### config.mk
export PLATFORM = sky130hd
export DESIGN_NAME = sio_shift_port
export DESIGN_NICKNAME = d
export VERILOG_FILES = /design/src/rtl/sio_shift_port.sv
export SDC_FILE = /design/constraint.sdc
export NUM_CORES = 1
export LEC_CHECK = 0
export ABC_AREA = 0
export BUFFER_PORTS_ARGS = -buffer_cell sky130_fd_sc_hd__buf_2
export CELL_PAD_IN_SITES_DETAIL_PLACEMENT = 0
export CELL_PAD_IN_SITES_GLOBAL_PLACEMENT = 1
export CORE_MARGIN = 1.5
export CORE_UTILIZATION = 48
export DETAILED_ROUTE_END_ITERATION = 7
export GPL_TIMING_DRIVEN = 0
export MAX_ROUTING_LAYER = met4
export PLACE_DENSITY_LB_ADDON = 0.3
export SKIP_LAST_GASP = 1
export SLEW_MARGIN = 15
export SYNTH_ARGS = -nofsm -noshare
export SYNTH_HDL_FRONTEND = slang
export SYNTH_SLANG_ARGS = --single-unit
### constraint.sdc
create_clock -name clk -period 4.1 [get_ports clk]
set_input_delay 0.615 -clock clk [delete_from_list [all_inputs] [get_ports clk]]
set_output_delay 0.615 -clock clk [all_outputs]
set_load 0.1 [all_outputs]
### src/rtl/sio_shift_port.sv
module sio_shift_port #(
  parameter int WORD = 16
) (
  input  logic            clk,
  input  logic            rst_n,
  input  logic            sclk,
  input  logic            rx_en,
  input  logic            rx_sd,
  input  logic            tx_en,
  output logic            tx_sd,
  output logic            tx_oe,
  output logic            tx_req,
  input  logic            rx_wide,
  input  logic            tx_wide,
  input  logic            tx_load,
  input  logic            tx_lsb_first,
  input  logic [WORD-1:0] tx_word,
  output logic            tx_ack,
  input  logic            rx_read,
  input  logic            rx_reverse,
  output logic [WORD-1:0] rx_word,
  output logic            rx_ack
);
  localparam int HALF = WORD / 2;
  localparam int CW   = $clog2(WORD + 1);
  localparam int IW   = $clog2(WORD);
  localparam logic [CW-1:0] LAST_W = CW'(WORD - 1);
  localparam logic [CW-1:0] LAST_H = CW'(HALF - 1);

  logic [2:0] sck_q;
  logic [1:0] rxe_q, txe_q, rxd_q;

  always_ff @(posedge clk or negedge rst_n)
    if (!rst_n) begin
      sck_q <= '0; rxe_q <= '0; txe_q <= '0; rxd_q <= '0;
    end else begin
      sck_q <= {sck_q[1:0], sclk};
      rxe_q <= {rxe_q[0], rx_en};
      txe_q <= {txe_q[0], tx_en};
      rxd_q <= {rxd_q[0], rx_sd};
    end

  wire sck_rise = sck_q[1] & ~sck_q[2];
  wire sck_fall = ~sck_q[1] & sck_q[2];
  wire rx_on    = rxe_q[1];
  assign tx_oe  = txe_q[1];

  logic [WORD-1:0] rx_sr, rx_hold, rev_w, rev_h;
  logic [CW-1:0]   rx_cnt;
  wire             rx_shift = sck_rise & rx_on;
  wire             rx_done  = rx_shift & (rx_cnt == (rx_wide ? LAST_W : LAST_H));
  wire [WORD-1:0]  rx_next  = {rx_sr[WORD-2:0], rxd_q[1]};

  always_ff @(posedge clk or negedge rst_n)
    if (!rst_n) begin
      rx_sr <= '0; rx_hold <= '0; rx_cnt <= '0; rx_ack <= 1'b0;
    end else begin
      if (rx_shift) begin
        rx_sr  <= rx_next;
        rx_cnt <= rx_done ? '0 : rx_cnt + 1'b1;
      end
      if (rx_done) begin
        rx_hold <= rx_wide ? rx_next : {{HALF{1'b0}}, rx_next[HALF-1:0]};
        rx_ack  <= 1'b1;
      end else if (rx_read) begin
        rx_ack  <= 1'b0;
      end
    end

  for (genvar i = 0; i < WORD; i++) begin : g_rev
    assign rev_w[i] = rx_hold[WORD-1-i];
    if (i < HALF) begin : g_lo
      assign rev_h[i] = rx_hold[HALF-1-i];
    end else begin : g_hi
      assign rev_h[i] = 1'b0;
    end
  end

  assign rx_word = !rx_reverse ? rx_hold : (rx_wide ? rev_w : rev_h);

  logic [WORD-1:0] tx_q;
  logic            tx_lsb_q, tx_wide_q;
  logic [CW-1:0]   tx_cnt;
  wire  [CW-1:0]   tx_last = tx_wide_q ? LAST_W : LAST_H;
  wire  [CW-1:0]   tx_idx  = tx_lsb_q ? tx_cnt : tx_last - tx_cnt;
  wire             tx_step = sck_fall & tx_oe & tx_req;

  assign tx_sd = tx_req & tx_q[tx_idx[IW-1:0]];

  always_ff @(posedge clk or negedge rst_n)
    if (!rst_n) begin
      tx_q <= '0; tx_lsb_q <= 1'b0; tx_wide_q <= 1'b1;
      tx_cnt <= '0; tx_req <= 1'b0; tx_ack <= 1'b0;
    end else if (tx_load) begin
      tx_q      <= tx_word;
      tx_lsb_q  <= tx_lsb_first;
      tx_wide_q <= tx_wide;
      tx_cnt    <= '0;
      tx_req    <= 1'b1;
      tx_ack    <= 1'b0;
    end else if (tx_step) begin
      if (tx_cnt == tx_last) begin
        tx_cnt <= '0;
        tx_req <= 1'b0;
        tx_ack <= 1'b1;
      end else begin
        tx_cnt <= tx_cnt + 1'b1;
      end
    end
endmodule


# Word-level counts from Yosys, hierarchy flattened
# Index checks and enable logic that the tools add are counted.
# classes
reduce_logical	4
bitwise_logic	9
n_addsub	3
n_eq_ne	2
order_cmp	1
n_mux	20
# op_table
op	n
2-to-1 mux 16 bit	3
2-to-1 mux 5 bit	4
2-to-1 mux 4 bit	3
adder 5 x 1 -> 5 bit, second input constant	2
== test 5 x 4 -> 1 bit	2
2-to-1 mux 1 bit	9
AND 1 bit	7
nonzero test 2 bit	3
< comparator 4 x 5 -> 1 bit, second input constant	1
binary-select mux 1 bit (select 4 bit)	1
subtractor 4 bit	1
NOT 1 bit	2
AND reduction 2 bit	1
# word_totals
elab_cells	53
out_inout_bits	21
input_bits	28
regBits	71

# Longest topological paths before layout
# logic_depth
ltp_word	6
ltp_mapped	6
depth_no_buf	4

# Least setup slack after synthesis
# OpenSTA, ideal clock, no wires.
# synth_path
kind	input to output
from	input port rx_reverse
to	output port rx_word[12]
t_required_ns	3.485
cell_stages	3
slack_ns	0.378
arrival_time_ns	3.107
path_buffers	2
cell_sequence	clkbuf_1 clkbuf_1 o21ai_0
# synth_between
elab_chain_cells	1
# synth_rtl
element	line	text
start, declared	20	input logic rx_reverse,
2-to-1 mux 16 bit	79	assign rx_word = !rx_reverse ? rx_hold : (rx_wide ? rev_w : rev_h);
end, declared	21	output logic [WORD-1:0] rx_word,
# No other way between the ends.

# Final worst setup path
# layout_path
from	register tx_cnt[0]
to	output port tx_sd
# layout_between
elab_chain_cells	5
# layout_rtl
element	line	text
start, declared	83	logic [CW-1:0] tx_cnt;
start signal, assigned	107	tx_cnt <= tx_cnt + 1'b1;
subtractor 4 bit	85	wire [CW-1:0] tx_idx = tx_lsb_q ? tx_cnt : tx_last - tx_cnt;
2-to-1 mux 4 bit *	85	
binary-select mux 1 bit (select 4 bit) *	88	assign tx_sd = tx_req & tx_q[tx_idx[IW-1:0]];
2-to-1 mux 1 bit (implied by the code) *	88	
AND 1 bit *	88	
end, declared	10	output logic tx_sd,
# Every way passes the cells marked *; elsewhere a longest branch is shown, timed or not. The select of a mux whose other input is x is not followed.

==> reports/qor.csv <==
stage,metric,value,unit
logic_synthesis,proportion of netlist area held by the largest area contributor,53.1,%
cells_and_area,layout cells sized above 1,26.3,%
die,row count,30,
logic_synthesis,synthesis warning total,0,
routing,WL/cell,14.2,um
grt,global routing usage summed across all routing layers,20.3,%
power,VDD IR max,0.000273,V
clocking,clock-pin slew reported for the worst setup and hold paths after clock tree synthesis,70,ps
clocking,maximum level of the CTS H-tree,3,
clocking,post-cts sizing count,0,
sta,setup repair after global routing missed its margin,no,
cells_and_area,antenna cells,0,
clocking,worst skew pair latency,340,ps
place,detailed placement HPWL,4.71,mm
logic_synthesis,proportion of synthesized chip area in sequential cells,53.9,%
logic_synthesis,Cells after Synth,313,
die,Starting Density,49.1,%
place,PortBufs,46,
worst_setup_path,kind of start point of the critical path,flop,
sta,final critical-path required period,3000,ps
clocking,# Post-CTS Setup Buffers,0,
routing,routed vias,2338,
routing,DRC Markers,0,
power,leakage dissipation,0.00186,uW
clocking,maximum clock path buffer count,2,
sta,final number of max-transition violations,0,
sta,maximum clock rate,333,MHz
worst_setup_path,Worst path slowest cell,buf_2,
power,Overall Power,1870,uW
clocking,count of clock tree sinks,71,
logic_synthesis,async set-or-reset flop fraction in the synthesized netlist,100,%
worst_setup_path,ordered list of cells on the worst path,"buf_2, buf_2, mux2i_1, a22oi_1, o211ai_1, a32oi_1, buf_2",
cells_and_area,Post-layout nets,401,
sta,Worst Skew,6.61,ps
grt,aggregate global routing overflow,0,
worst_setup_path,Critical Path RT,3480,ps
sta,setup violators final,0,
routing,total wire length after detailed routing,6.46,mm
logic_synthesis,count of flip-flops with a built-in enable after synthesis,0,
die,number of ports placed on the die boundary,49,
logic_synthesis,syn nets,343,
sta,number of hold violations in the final report,0,
clocking,Inserted Clock Buffers,9,
clocking,cts hold-fix bufs,0,
worst_setup_path,critical path endpoint category,output port,
sta,total negative slack for setup checks,0,ps
die,die extent in y,85.9,um
worst_setup_path,most numerous cell on the critical path,buf_2,
power,power density over the cells,485,nW/um2
routing,Post-DRT Antenna Nets,0,
cells_and_area,signed area change from the synthesized netlist to the final layout,17.0,%
routing,via/cell ratio,5.13,
sta,post-route fraction of the period consumed by the critical path,73.2,%
worst_setup_path,startpoint-to-endpoint class of the critical path,reg -> out,
worst_setup_path,data arrival time of the worst path,2380,ps
worst_setup_path,highest fanout seen on the critical path,10,
logic_synthesis,prevailing post-synth register cell,dfrtp_1,
grt,number of global-route vias before repair,2342,
run_status,status,"complete, no violations",
worst_setup_path,largest delay contributor family on the critical path,buffers and inverters,
clocking,clk root buf,clkbuf_8,
routing,count of TritonRoute iterations in the first routing pass,4,
sta,Worst Max-Slew Pin Slew,656,ps
die,die extent in x,85.9,um
grt,wire length of the first global-routing pass,11.3,mm
flow_run,max_cap viols,0,
clocking,clock tree from TritonCTS,built,
place,final estimated routing congestion in global placement,0.822,
routing,Detailed Route Iter0 Violations,92,
grt,antenna violations before repair,0,
die,total die area,7380,um2
logic_synthesis,cell type with the largest total area after synthesis,dfrtp_1,
logic_synthesis,cell types with the largest area share after synthesis,"dfrtp_1 (53%), mux2_2 (8.5%), nand2_1 (7.1%), mux2i_1 (6.4%), o21ai_0 (2.7%)",
die,core area,6720,um2
logic_synthesis,Post-Syn Area per Cell,10.5,um2
logic_synthesis,post-synth design cell area,3300,um2
logic_synthesis,Unique masters post-synth,39,
grt,pin count of the biggest net entering global routing,40,
hold_path,kind of path behind the tightest hold check,in -> async,
worst_setup_path,Critical Path Max Stage Delay,470,ps
worst_setup_path,WP buf/inv,3,
sta,max-slew headroom at the worst pin,56.1,%
logic_synthesis,#FFs+latches synth,71,
final timing paths:
| path | from | end | slack (ps) | cells after the start |
|---|---|---|---|---|
| max reg2reg | sck_q[2] | rx_hold[7] | 2150 | 4 |
| min | rst_n | rxd_q[1] | 210 | 1 |
| max in group asynchronous | rst_n | tx_wide_q | 3280 | 2 |
| max | tx_cnt[0] | tx_sd | 1100 | 7 |
| min reg2reg | rxe_q[0] | rxe_q[1] | 350 | 0 |
| min in group clk | rxe_q[0] | rxe_q[1] | 350 | 0 |
cell families after synthesis:
| logic type | after synthesis | share of synthesized area [%] |
|---|---|---|
| AOI/OAI and AO/OA | 48 | 8.72 |
| muxes | 49 | 16.6 |
| and+or+nand+nor | 106 | 14.5 |
| buffers and inverters | 31 | 3.94 |
| DFF | 71 | 53.9 |
| adders and majority gates | 2 | 0.758 |
| xor gates and xnor gates | 6 | 1.59 |
registers in the layout, indices dropped and copies added, names as in the netlist:
signal     count
tx_wide_q      1
rxe_q          2
rx_sr         15
tx_cnt         5
tx_lsb_q       1
rx_ack         1
rx_cnt         5
txe_q          2
rxd_q          2
tx_q          16
tx_ack         1
rx_hold       16
sck_q          3
tx_req         1
report_power, final:
part	switching (uW)	total, uW	leakage (uW)	internal (uW)
logic	324	449	0.000886	126
registers	70.8	858	0.000867	787
clock network	251	564	0.000105	313
total	645	1870	0.00186	1230
stage by stage:
step / worst slack, ps / instances / hold WS (ps) / util (%) / instance area [um2]
finish: 1100 / 456 / 212 / 57.5 / 3860
global placement: 1370 / 439 / 332 / 54.0 / 3630
CTS: 1080 / 456 / 218 / 57.5 / 3860
detailed placement: 1330 / 440 / 335 / 54.4 / 3650
floorplan: 378 / 313 / 319 / - / 3300
global route: 940 / 456 / 228 / 57.5 / 3860
cell type report:
cell class                 instances  area (um2)
buffer                            19        85.1
timing repair buffer              47         253
sequential                        71        1780
clock inverter                     5        56.3
tap                               80         100
inverter                          12        45.0
multi-input combinational        211        1390
clock buffer                      11         151
fill                             567        2860
cell usage after synthesis (all sizes together) (3+ instances only):
master	n
nand4	3
mux2i	21
o21ai	18
a21o	4
nand3	11
a21oi	14
nor2b	3
buf	7
nand2	62
xor2	3
nand2b	3
xnor2	3
a22oi	3
nor2	16
clkbuf	12
mux2	26
inv	12
dfrtp	70
per-layer routing:
metal	routed length, um	vias up	GRT usage (%)
li1	-	1185	-
met3	246	6	5.97
met1	3010	1100	24.5
met4	70	0	4.84
met5	0	-	-
met2	3140	47	33.6
worst register-to-register path, stage by stage, from the launching register on:
cell      delay (ps)
dfrtp_1          390
nand4b_1         230
nor4b_4          640
buf_6            230
mux2_1           330
layout by cell type, fill, tap and decap left out, types with 4 or more instances in the layout:
cell type,instances
a21o_1,4
a21oi_1,14
buf_2,50
clkbuf_1,12
clkbuf_8,11
dfrtp_1,70
inv_1,12
mux2_2,25
mux2i_1,21
nand2_1,62
nand3_1,11
nor2_1,16
o21ai_0,18
(Power assumes the default switching activity.)
